===== src/rtl/pwd_pkg.sv =====
// Shared types for the Paeth wavefront decoder.
// Assumes one-byte samples. Differences use a 10-bit signed width so that
// a+b-2c (range -510..510) cannot overflow.
package pwd_pkg;
    localparam int SMP_W  = 8;
    localparam int WIDE_W = 10;

    typedef logic [SMP_W-1:0]         smp_t;
    typedef logic signed [WIDE_W-1:0] wide_t;

    // Absolute value of a wide signed difference.
    function automatic wide_t mag(input wide_t v);
        return (v < 0) ? -v : v;
    endfunction

    // Widen an unsigned byte to the signed difference width.
    function automatic wide_t widen(input smp_t s);
        return wide_t'({2'b00, s});
    endfunction
endpackage


===== src/rtl/pwd_sched.sv =====
// Anti-diagonal scheduler.
// Counts the cycles of one tile. It enables the row lane whose column lies on
// the current anti-diagonal, in the even cycles only, and raises done
// for one cycle at the end. A start while busy is ignored.
module pwd_sched #(
    parameter int DIM = 8,
    parameter int CIW = 3,
    parameter int CW  = 5
) (
    input  logic                clk,
    input  logic                rst_n,
    input  logic                start_i,
    output logic                load_o,
    output logic                busy_o,
    output logic                done_o,
    output logic [DIM-1:0]      act_o,
    output logic [DIM*CIW-1:0]  col_o
);
    localparam int DIAGS    = 2*DIM - 1;
    localparam int LAST_CYC = 2*DIAGS - 1;

    logic [CW-1:0] cyc_q;
    logic          busy_q;
    logic          done_q;

    // Accept a start only when idle.
    assign load_o = start_i && !busy_q;

    // Cycle counter, busy flag and the one-cycle done pulse.
    always_ff @(posedge clk) begin
        if (!rst_n) begin
            cyc_q  <= '0;
            busy_q <= 1'b0;
            done_q <= 1'b0;
        end else begin
            done_q <= 1'b0;
            if (load_o) begin
                busy_q <= 1'b1;
                cyc_q  <= '0;
            end else if (busy_q) begin
                if (int'(cyc_q) == LAST_CYC) begin
                    busy_q <= 1'b0;
                    done_q <= 1'b1;
                end else begin
                    cyc_q <= cyc_q + 1'b1;
                end
            end
        end
    end

    // Per-lane enable and column on the current anti-diagonal.
    always_comb begin
        int diag;
        diag = int'(cyc_q >> 1);
        for (int r = 0; r < DIM; r++) begin
            int col;
            col = diag - r;
            act_o[r] = busy_q && !cyc_q[0] && (col >= 0) && (col < DIM);
            col_o[r*CIW +: CIW] = (col >= 0 && col < DIM) ? CIW'(col) : '0;
        end
    end

    assign busy_o = busy_q;
    assign done_o = done_q;

    p_done_pulse_r5: assert property (@(posedge clk) disable iff (!rst_n)
        done_q |=> !done_q);
    p_done_ends_busy_r5: assert property (@(posedge clk) disable iff (!rst_n)
        $fell(busy_q) |-> done_q);
    p_start_ignored_r6: assert property (@(posedge clk) disable iff (!rst_n)
        (busy_q && start_i && int'(cyc_q) != LAST_CYC) |=> (busy_q && cyc_q == $past(cyc_q) + 1'b1));
    p_lane_onehot_col_r4: assert property (@(posedge clk) disable iff (!rst_n)
        cyc_q[0] |-> act_o == '0);
endmodule


===== src/rtl/pwd_lane.sv =====
// One Paeth predictor lane, two cycles per sample.
// Stage 1 registers the neighbours, the residual and the three absolute
// differences. Stage 2 picks the prediction in the fixed order a, b, c and
// adds the residual. Assumes that act_i is never high in two cycles in a row.
module pwd_lane
    import pwd_pkg::*;
#(
    parameter int CIW = 3
) (
    input  logic           clk,
    input  logic           rst_n,
    input  logic           act_i,
    input  logic [CIW-1:0] col_i,
    input  smp_t           a_i,
    input  smp_t           b_i,
    input  smp_t           c_i,
    input  smp_t           res_i,
    output logic           wr_o,
    output logic [CIW-1:0] col_o,
    output smp_t           smp_o
);
    logic           v_q;
    logic [CIW-1:0] col_q;
    smp_t           a_q, b_q, c_q, res_q;
    wide_t          da_q, db_q, dc_q;
    smp_t           pred;

    // Stage 1: capture the operands and the distances of the estimate to a, b and c.
    always_ff @(posedge clk) begin
        if (!rst_n) begin
            v_q   <= 1'b0;
            col_q <= '0;
            a_q   <= '0;
            b_q   <= '0;
            c_q   <= '0;
            res_q <= '0;
            da_q  <= '0;
            db_q  <= '0;
            dc_q  <= '0;
        end else begin
            v_q <= act_i;
            if (act_i) begin
                col_q <= col_i;
                a_q   <= a_i;
                b_q   <= b_i;
                c_q   <= c_i;
                res_q <= res_i;
                da_q  <= mag(widen(b_i) - widen(c_i));
                db_q  <= mag(widen(a_i) - widen(c_i));
                dc_q  <= mag(widen(a_i) + widen(b_i) - widen(c_i) - widen(c_i));
            end
        end
    end

    // Stage 2: select the prediction with the fixed tie order and add the residual.
    always_comb begin
        if (da_q <= db_q && da_q <= dc_q) pred = a_q;
        else if (db_q <= dc_q)            pred = b_q;
        else                              pred = c_q;
        smp_o = res_q + pred;
    end

    assign wr_o  = v_q;
    assign col_o = col_q;

    p_wr_follows_act_r4: assert property (@(posedge clk) disable iff (!rst_n)
        act_i |=> wr_o);
    p_wr_spaced_r4: assert property (@(posedge clk) disable iff (!rst_n)
        wr_o |=> !wr_o);
    p_no_overflow_r2: assert property (@(posedge clk) disable iff (!rst_n)
        wr_o |-> (da_q >= 0 && db_q >= 0 && dc_q >= 0));
endmodule


===== src/rtl/paeth_wave_decoder.sv =====
// Paeth wavefront block decoder, top level.
// Captures a DIM x DIM tile of residuals on an accepted start, runs one
// lane per row along anti-diagonals, and writes each rebuilt sample into the
// output tile register. Neighbours outside the tile read as zero.
module paeth_wave_decoder
    import pwd_pkg::*;
#(
    parameter int DIM = 8
) (
    input  logic                     clk,
    input  logic                     rst_n,
    input  logic                     start_i,
    input  logic [DIM*DIM*SMP_W-1:0] resid_i,
    output logic [DIM*DIM*SMP_W-1:0] tile_o,
    output logic                     done_o
);
    localparam int CIW = (DIM > 1) ? $clog2(DIM) : 1;
    localparam int CW  = $clog2(4*DIM);

    logic                     load, busy;
    logic [DIM-1:0]           act, wr;
    logic [DIM*CIW-1:0]       act_col;
    logic [CIW-1:0]           wcol [DIM];
    smp_t                     nb_a [DIM];
    smp_t                     nb_b [DIM];
    smp_t                     nb_c [DIM];
    smp_t                     res  [DIM];
    smp_t                     smp  [DIM];
    smp_t                     tile_q  [DIM][DIM];
    smp_t                     resid_q [DIM][DIM];

    pwd_sched #(.DIM(DIM), .CIW(CIW), .CW(CW)) sched_i (
        .clk(clk), .rst_n(rst_n), .start_i(start_i),
        .load_o(load), .busy_o(busy), .done_o(done_o),
        .act_o(act), .col_o(act_col)
    );

    // Residual capture on an accepted start.
    always_ff @(posedge clk) begin
        if (!rst_n) begin
            for (int r = 0; r < DIM; r++)
                for (int c = 0; c < DIM; c++)
                    resid_q[r][c] <= '0;
        end else if (load) begin
            for (int r = 0; r < DIM; r++)
                for (int c = 0; c < DIM; c++)
                    resid_q[r][c] <= resid_i[(r*DIM+c)*SMP_W +: SMP_W];
        end
    end

    // Tile register: each lane writes its rebuilt sample.
    always_ff @(posedge clk) begin
        if (!rst_n) begin
            for (int r = 0; r < DIM; r++)
                for (int c = 0; c < DIM; c++)
                    tile_q[r][c] <= '0;
        end else begin
            for (int r = 0; r < DIM; r++)
                if (wr[r]) tile_q[r][wcol[r]] <= smp[r];
        end
    end

    for (genvar r = 0; r < DIM; r++) begin : g_lane
        logic [CIW-1:0] col;
        assign col = act_col[r*CIW +: CIW];

        // Neighbour fetch with zero outside the tile.
        if (r == 0) begin : g_top
            always_comb begin
                nb_a[r] = (col != '0) ? tile_q[r][col - 1'b1] : '0;
                nb_b[r] = '0;
                nb_c[r] = '0;
                res[r]  = resid_q[r][col];
            end
        end else begin : g_inner
            always_comb begin
                nb_a[r] = (col != '0) ? tile_q[r][col - 1'b1]   : '0;
                nb_b[r] = tile_q[r-1][col];
                nb_c[r] = (col != '0) ? tile_q[r-1][col - 1'b1] : '0;
                res[r]  = resid_q[r][col];
            end
        end

        pwd_lane #(.CIW(CIW)) lane_i (
            .clk(clk), .rst_n(rst_n), .act_i(act[r]), .col_i(col),
            .a_i(nb_a[r]), .b_i(nb_b[r]), .c_i(nb_c[r]), .res_i(res[r]),
            .wr_o(wr[r]), .col_o(wcol[r]), .smp_o(smp[r])
        );

        for (genvar c = 0; c < DIM; c++) begin : g_out
            assign tile_o[(r*DIM+c)*SMP_W +: SMP_W] = tile_q[r][c];
        end
    end

    p_wr_only_busy_r4: assert property (@(posedge clk) disable iff (!rst_n)
        (|wr) |-> (busy || done_o));
    p_done_idle_r5: assert property (@(posedge clk) disable iff (!rst_n)
        done_o |-> !busy);
    p_resid_hold_r6: assert property (@(posedge clk) disable iff (!rst_n)
        (busy && $past(busy)) |-> $stable(resid_q[0][0]));
endmodule


===== config.mk =====
export PLATFORM = sky130hd
export DESIGN_NAME = paeth_wave_decoder
export DESIGN_NICKNAME = d
export VERILOG_FILES = /design/src/rtl/pwd_pkg.sv /design/src/rtl/pwd_sched.sv /design/src/rtl/pwd_lane.sv /design/src/rtl/paeth_wave_decoder.sv
export SDC_FILE = /design/constraint.sdc
export NUM_CORES = 2
export LEC_CHECK = 0
export BUFFER_PORTS_ARGS = -buffer_cell sky130_fd_sc_hd__buf_2
export CAP_MARGIN = 20
export CELL_PAD_IN_SITES_DETAIL_PLACEMENT = 0
export CELL_PAD_IN_SITES_GLOBAL_PLACEMENT = 1
export CORE_ASPECT_RATIO = 0.5
export CORE_MARGIN = 1.5
export CORE_UTILIZATION = 42
export CTS_BUF_LIST = sky130_fd_sc_hd__clkbuf_4 sky130_fd_sc_hd__clkbuf_8 sky130_fd_sc_hd__clkbuf_16
export DETAILED_ROUTE_END_ITERATION = 7
export GPL_TIMING_DRIVEN = 0
export PLACE_DENSITY = 0.83
export SYNTH_ARGS = -nofsm -noshare
export SYNTH_HDL_FRONTEND = slang
export SYNTH_SLANG_ARGS = --single-unit

===== constraint.sdc =====
create_clock -name clk -period 13.75 [get_ports clk]
set_clock_uncertainty 0.2 [all_clocks]
set_input_delay 0 -clock clk [delete_from_list [all_inputs] [get_ports clk]]
set_output_delay 0 -clock clk [all_outputs]
set_load 0.005 [all_outputs]

---- After elaboration in Yosys (flattened, before gate mapping) ----
Memory sizes are Yosys's and may differ from the RTL's.
Cells that the tools add are included.
word-level totals
  register bits ........................... 499
  bits in writable memories ............... 1024
  output and inout port bits .............. 513
  memories ................................ 2
memories
  name     depth  bits a word  read ports  clocked after memory_dff  write ports  line                      RTL
  resid_q  8      64           8           0                         8            paeth_wave_decoder.sv:30  smp_t resid_q [DIM][DIM];
  tile_q   8      64           8           0                         8            paeth_wave_decoder.sv:29  smp_t tile_q [DIM][DIM];
operators by class
  $add $sub $neg .......................... 81
  order comparisons ....................... 92
  equal/unequal tests ..................... 1
  multiplexer cells ....................... 774
  bitwise operators ....................... 603
  reduce and logical (&&, ||, !) cells .... 54
operator list
  cell                                                                count
  2-to-1 mux 8 bit                                                    162
  binary-select mux 8 bit (select 3 bit)                              30
  bitwise OR 1 bit                                                    576
  2-to-1 mux 1 bit                                                    536
  2-to-1 mux 64 bit                                                   8
  greater-or-equal comparator 32 x 1 -> 1 bit, second input constant  7
  less-than comparator 32 x 5 -> 1 bit, second input constant         7
  2-to-1 mux 10 bit                                                   22
  less-or-equal comparator 10 bit                                     21
  demux 8 bit (select 3 bit)                                          8
  negator 9 -> 10 bit                                                 14
  subtractor 10 x 9 -> 10 bit                                         14
  less-than comparator 9 x 1 -> 1 bit, second input constant          14
  subtractor 8 x 8 -> 9 bit                                           14
  greater-or-equal comparator 4 bit, second input constant            24
  NOT 3 -> 4 bit                                                      24
  less-than comparator 10 x 1 -> 1 bit, second input constant         7
  negator 10 bit                                                      7
  adder 8 bit                                                         8
  adder 8 x 8 -> 9 bit                                                7
  logical AND 1 bit                                                   41
  less-than comparator 4 x 1 -> 1 bit, second input constant          8
  2-to-1 mux 3 bit                                                    8
  nonzero test 3 bit                                                  8
  other kinds (16)                                                    30

---- Logic depth before layout (Yosys ltp) ----
  depth in word-level cells ............... 15
  depth in mapped cells ................... 37
  depth with buffers taken out ............ 30

---- Cells and area by module ----
Synthesis repeated with hierarchy kept, for this count alone.
second synthesis, totals
  cells, all modules ...................... 8981
  area total of the unflattened synthesis .. 95934.5 um^2
modules (own cells, without submodules)
  module                           times used  cells an instance  area each (um^2)  seq. area each (um^2)
  paeth_wave_decoder               1           3936               53596.4           28267.1
  pwd_lane (g_lane[1].lane_i ...)  3           617                5147.4            1321.3
  pwd_lane (g_lane[5].lane_i ...)  2           608                5153.7            1321.3
  pwd_lane (g_lane[4].lane_i)      1           640                5415.2            1321.3
  pwd_lane (g_lane[7].lane_i)      1           608                5172.5            1321.3
  pwd_lane (g_lane[0].lane_i)      1           623                5159.9            1321.3
  pwd_sched                        1           107                840.8             140.1

---- Worst setup path before layout ----
OpenSTA, ideal clock, no wires.
  path kind ............................... input-to-reg
  from .................................... in rst_n
  to ...................................... mem resid_q[0][0] (netlist bit), enable pin
  library setup time ...................... 3.688 ns
  data arrival time ....................... 9.147 ns
  path slack .............................. 0.715 ns
  stages on the path ...................... 4
  buffers on the path ..................... 3
  cell sequence ........................... clkbuf_1 clkbuf_1 clkbuf_1 nand2_1
RTL lines
  element             line                      RTL
  start: declaration  paeth_wave_decoder.sv:11  input logic rst_n,
  end: declaration    paeth_wave_decoder.sv:30

---- Worst setup path after layout ----
  from .................................... reg sched_i.cyc_q[1]
  to ...................................... reg g_lane[5].lane_i.dc_q[8]
on the way
  word-level cells in the longest chain between the ends .. 15
ends and longest elaborated chain
  element                                                                                              line                      RTL
  start: declaration                                                                                   pwd_sched.sv:22           logic [CW-1:0] cyc_q;
  start signal: assignment                                                                             pwd_sched.sv:45           cyc_q <= cyc_q + 1'b1;
  subtractor 4 x 3 -> 5 bit (*)                                                                        pwd_sched.sv:57           col = diag - r;
  greater-or-equal comparator 32 x 1 -> 1 bit or less-than comparator 32 x 5 -> 1 bit (tied branches)  pwd_sched.sv:59           col_o[r*CIW +: CIW] = (col >= 0 && col < DIM) ? CIW'(col) : '0;
  logical AND 1 bit                                                                                    pwd_sched.sv:59
  2-to-1 mux 3 bit (*)                                                                                 pwd_sched.sv:59
  subtractor 3 x 1 -> 3 bit                                                                            paeth_wave_decoder.sv:77  nb_a[r] = (col != '0) ? tile_q[r][col - 1'b1] : '0;
  NOT 3 -> 4 bit (implied by the code)                                                                 paeth_wave_decoder.sv:77
  binary-select mux 8 bit (select 3 bit)                                                               paeth_wave_decoder.sv:77
  2-to-1 mux 8 bit (implied by the code) (2 in a row)                                                  paeth_wave_decoder.sv:77
  2-to-1 mux 8 bit (*)                                                                                 paeth_wave_decoder.sv:77
  via g_lane[5].lane_i.a_i[2]                                                                          pwd_lane.sv:14            input smp_t a_i,
  adder 8 x 8 -> 9 bit (*)                                                                             pwd_lane.sv:50            dc_q <= mag(widen(a_i) + widen(b_i) - widen(c_i) - widen(c_i));
  subtractor 10 x 9 -> 10 bit (*) (2 in a row)                                                         pwd_lane.sv:50
  negator 10 bit or less-than comparator 10 x 1 -> 1 bit (tied branches)                               pwd_pkg.sv:13             return (v < 0) ? -v : v;
  2-to-1 mux 10 bit (*)                                                                                pwd_pkg.sv:13
  end signal: assignment                                                                               pwd_lane.sv:50
  end: declaration                                                                                     pwd_lane.sv:25            wide_t da_q, db_q, dc_q;
The timed path passes the listed nets; every way through them passes the cells marked *. The select of a mux whose other input is x is not followed.
A chain may end at the register's enable or synchronous reset.

==> flow_summary.ini <==
[logic_synthesis]
synth_ff_type = edfxtp_1
syn_avg_cell_area_um2 = 9.917
synthCells = 8830
synth_cell_types = 88
synth_seq_area_share_pct = 43.46
yosysWarningCount = 0
synthesis.nets = 9914
synth_edf_count = 776
synthesis.area_mm2 = 0.08756
async_reset_ff_share_pct = 0
synth_seq_cells = 1513

[power_and_ir_drop]
power_mw = 10.52
power.switching_mw = 2.661
p_leak_nw = 44.03
sw_frac_of_total_pct = 25.30
internal_power_mw = 7.859
vdd_drop_max_mv = 0.09993
comb_power_share_pct = 10.0
p_per_area_mw_per_mm2 = 93.28
pwr-share-seq_pct = 47.6
pwr-share-clk_pct = 42.4

[global_routing]
grt_usage_pct = 36.15
antenna_found_initial = 72
grt_pass1_vias = 82530
grtUsageMet3_pct = 10.19
met2_usage_pct = 56.63
gr-usage-met1_pct = 42.60
grt.busiest_layer = met2
grt_pass1_wl_um = 562700
grt_overflow = 0
grt_max_degree = 76

[job]
maxCapViolCount = 0

[floorplanning]
dieArea_mm2 = 0.2114
row_count = 118
core_area_mm2 = 0.2071
die_x_um = 648.7
initial_core_util_pct = 42.27
die_height_um = 325.9
ioPinCount = 1028

[drt]
ant_nets = 0
routed_wire_length_per_instance_um = 28.28
drtIter0Drc = 10470
drcViolationCount = 0
firstDrtPassIters = 6
viasPerCell = 6.026
routed_wl_um = 397500
vias = 84690

[run_status]
status = finished with violations
failed_checks = negative hold slack

[timing]
hold_ws_ns = -0.01127
finalSetupTns_ns = 0
report.final.hold_viol_count = 1
clock.fmax_ghz = 0.07662
tightest_slew_ns = 1.300
fin_crit_ns = 13.05
slew_headroom_pct = 13.36
rsz0062_at_grt = no
setup_viol = 0
period_share_pct = 94.92
drv_slew = 0

[clock_tree]
cts_made_buffers = 155
htreeDepth = 4
cts_tree = built
clock_latency_ns = 0.89
cts-root-to-sink-buffers = 4
clkTransAtPathRegs_ns = 0.07
clock_sinks = 1513
clockRootBuffer = clkbuf_16

[critical_path]
endpoint_kind = flop
slowest_stage = clkbuf_1
crit_start = sched_i.cyc_q[1]$_SDFFE_PP0P_
reg2reg_slack_ns = 0.70
path_class = reg -> reg
r2r-start = sched_i.cyc_q[1]$_SDFFE_PP0P_
cp_common_cell = clkbuf_1
critPathLaunchType = flop
slowest_delay_ns = 0.94
required_ns = 14.26
cp.arrival_ns = 13.56
worstPathMaxFanout = 11

[min_path]
worstHoldPathType = in -> reg
worstHoldStart = resid_i[120]

[cells_and_area]
layout_common_cells = 1207 x nand2_1, 1064 x buf_2, 1024 x dlygate4sd3_1
areaGrowthSynthToFinish_pct = 28.80
drive_gt1_share_pct = 16.13
nets = 12200
layout_commonest_cell = nand2_1
final_area_mm2 = 0.1128

[placement]
portBuffers = 1027
routabilityCongestion = 0.9985
hpwl_um = 284400
place_area_mm2 = 0.09720
## metrics by stage
stage               std cells  setup slack, ns  util [%]
global placement        12620           -7.619     46.42
detailed placement      12690            1.328     46.92
global route            14030           0.4343     54.42
CTS                     13980            1.275     54.32
finish                  14050           0.6989     54.45
floorplan                8830           0.7147         -
## layer usage
layer / vias to the layer above / wire length [µm]
li1: 36470 / -
met1: 40500 / 141700
met5: - / 297
met2: 5780 / 175700
met4: 28 / 36170
met3: 1915 / 43640
## critical path, delay by kind of cell, from the launching register on
| kind | cells | cell delay (ns) |
|---|---|---|
| and+or+nand+nor | 5 | 1.35 |
| muxes | 2 | 0.70 |
| DFF | 1 | 0.42 |
| xor gates and xnor gates | 3 | 0.41 |
| AOI/OAI and AO/OA | 7 | 1.67 |
| buffers and inverters | 13 | 6.79 |
| adders and majority gates | 4 | 1.32 |
## layout make-up
type	count	area (µm²)
fillers	17750	94360
multi-input cells	6470	46320
flip-flops and latches	1513	38060
repair buffers	2130	16470
clock buffers	214	4478
well taps	2760	3453
plain buffers	500	1952
inverters	347	1303
clock inverters	56	594.3
diodes	64	160.2
## flip-flops by register name, indices dropped and copies added (netlist names)
| name | cells |
|---|---|
| g_lane.lane_i.a_q | 56 |
| g_lane.lane_i.da_q | 70 |
| g_lane.lane_i.c_q | 56 |
| sched_i.busy_o | 1 |
| g_lane.lane_i.db_q | 78 |
| g_lane.lane_i.col_o | 24 |
| resid_q | 512 |
| g_lane.lane_i.dc_q | 70 |
| sched_i.done_o | 1 |
| sched_i.cyc_q | 5 |
| tile_q | 512 |
| g_lane.lane_i.wr_o | 8 |
| g_lane.lane_i.res_q | 64 |
| g_lane.lane_i.b_q | 56 |
## worst paths after layout
path / endpoint / cells past startpoint
setup reg to reg: g_lane[5].lane_i.dc_q[8]$_SDFFE_PN0P_ / 34
hold / removal: resid_q[0][64]$_SDFFCE_PN0P_ / 3
setup / recovery: g_lane[5].lane_i.dc_q[8]$_SDFFE_PN0P_ / 34
hold reg to reg: g_lane[1].lane_i.a_q[7]$_SDFFE_PN0P_ / 2
## what timing repair did
item,4_1_cts,5_1_grt
buffers inserted,0,0
resized for setup,0,0
hold endpoints to repair,582,0
hold buffers,1024,0
## synth_stat cells (34+ instances only)
master,number,area share [%]
o21ai_0,283,1.6
o21a_1,62,0.53
a31oi_1,73,0.52
and2_1,534,3.8
a311oi_1,51,0.51
buf_1,61,0.26
clkbuf_1,413,1.8
nor2b_1,89,0.64
nand2b_1,83,0.59
o31ai_1,40,0.34
a22oi_1,55,0.47
a21o_1,151,1.3
or3_1,34,0.24
o22ai_1,58,0.41
nor2_1,738,3.2
ha_1,540,7.7
nor3_1,89,0.51
o21bai_1,65,0.56
nand3_1,168,0.96
nand2_1,1208,5.2
a211oi_1,193,1.7
dfxtp_1,737,17
mux4_2,314,8.1
edfxtp_1,776,27
inv_1,337,1.4
mux2_2,37,0.48
mux2i_1,234,2.7
xor2_1,132,1.3
o211ai_1,37,0.32
a21oi_1,685,3.9
xnor2_1,200,2.0
## power groups by stage
stage / combinational [mW] / sequential, mW / clock [mW]
floorplan: 0.383 / 5.10 / 0
global route: 1.09 / 5.01 / 4.63
global placement: 0.710 / 5.16 / 0
detailed placement: 0.749 / 5.08 / 0
CTS: 0.977 / 4.99 / 4.39
finish: 1.05 / 5.00 / 4.47
## cells by family (layout without fill, tap and decap cells)
logic type                 Yosys count  in the layout  share of synthesized area (%)
and+or+nand+nor                   3069           3069                          16.09
AOI/OAI and AO/OA                 1914           1914                          13.80
DFF                               1513           1513                          43.46
buffers and inverters              847           3247                          3.692
muxes                              586            586                          11.26
adders and majority gates          569            569                          8.379
xor gates and xnor gates           332            332                          3.321
other                                0             64                              0
(Power assumes the default switching activity.)
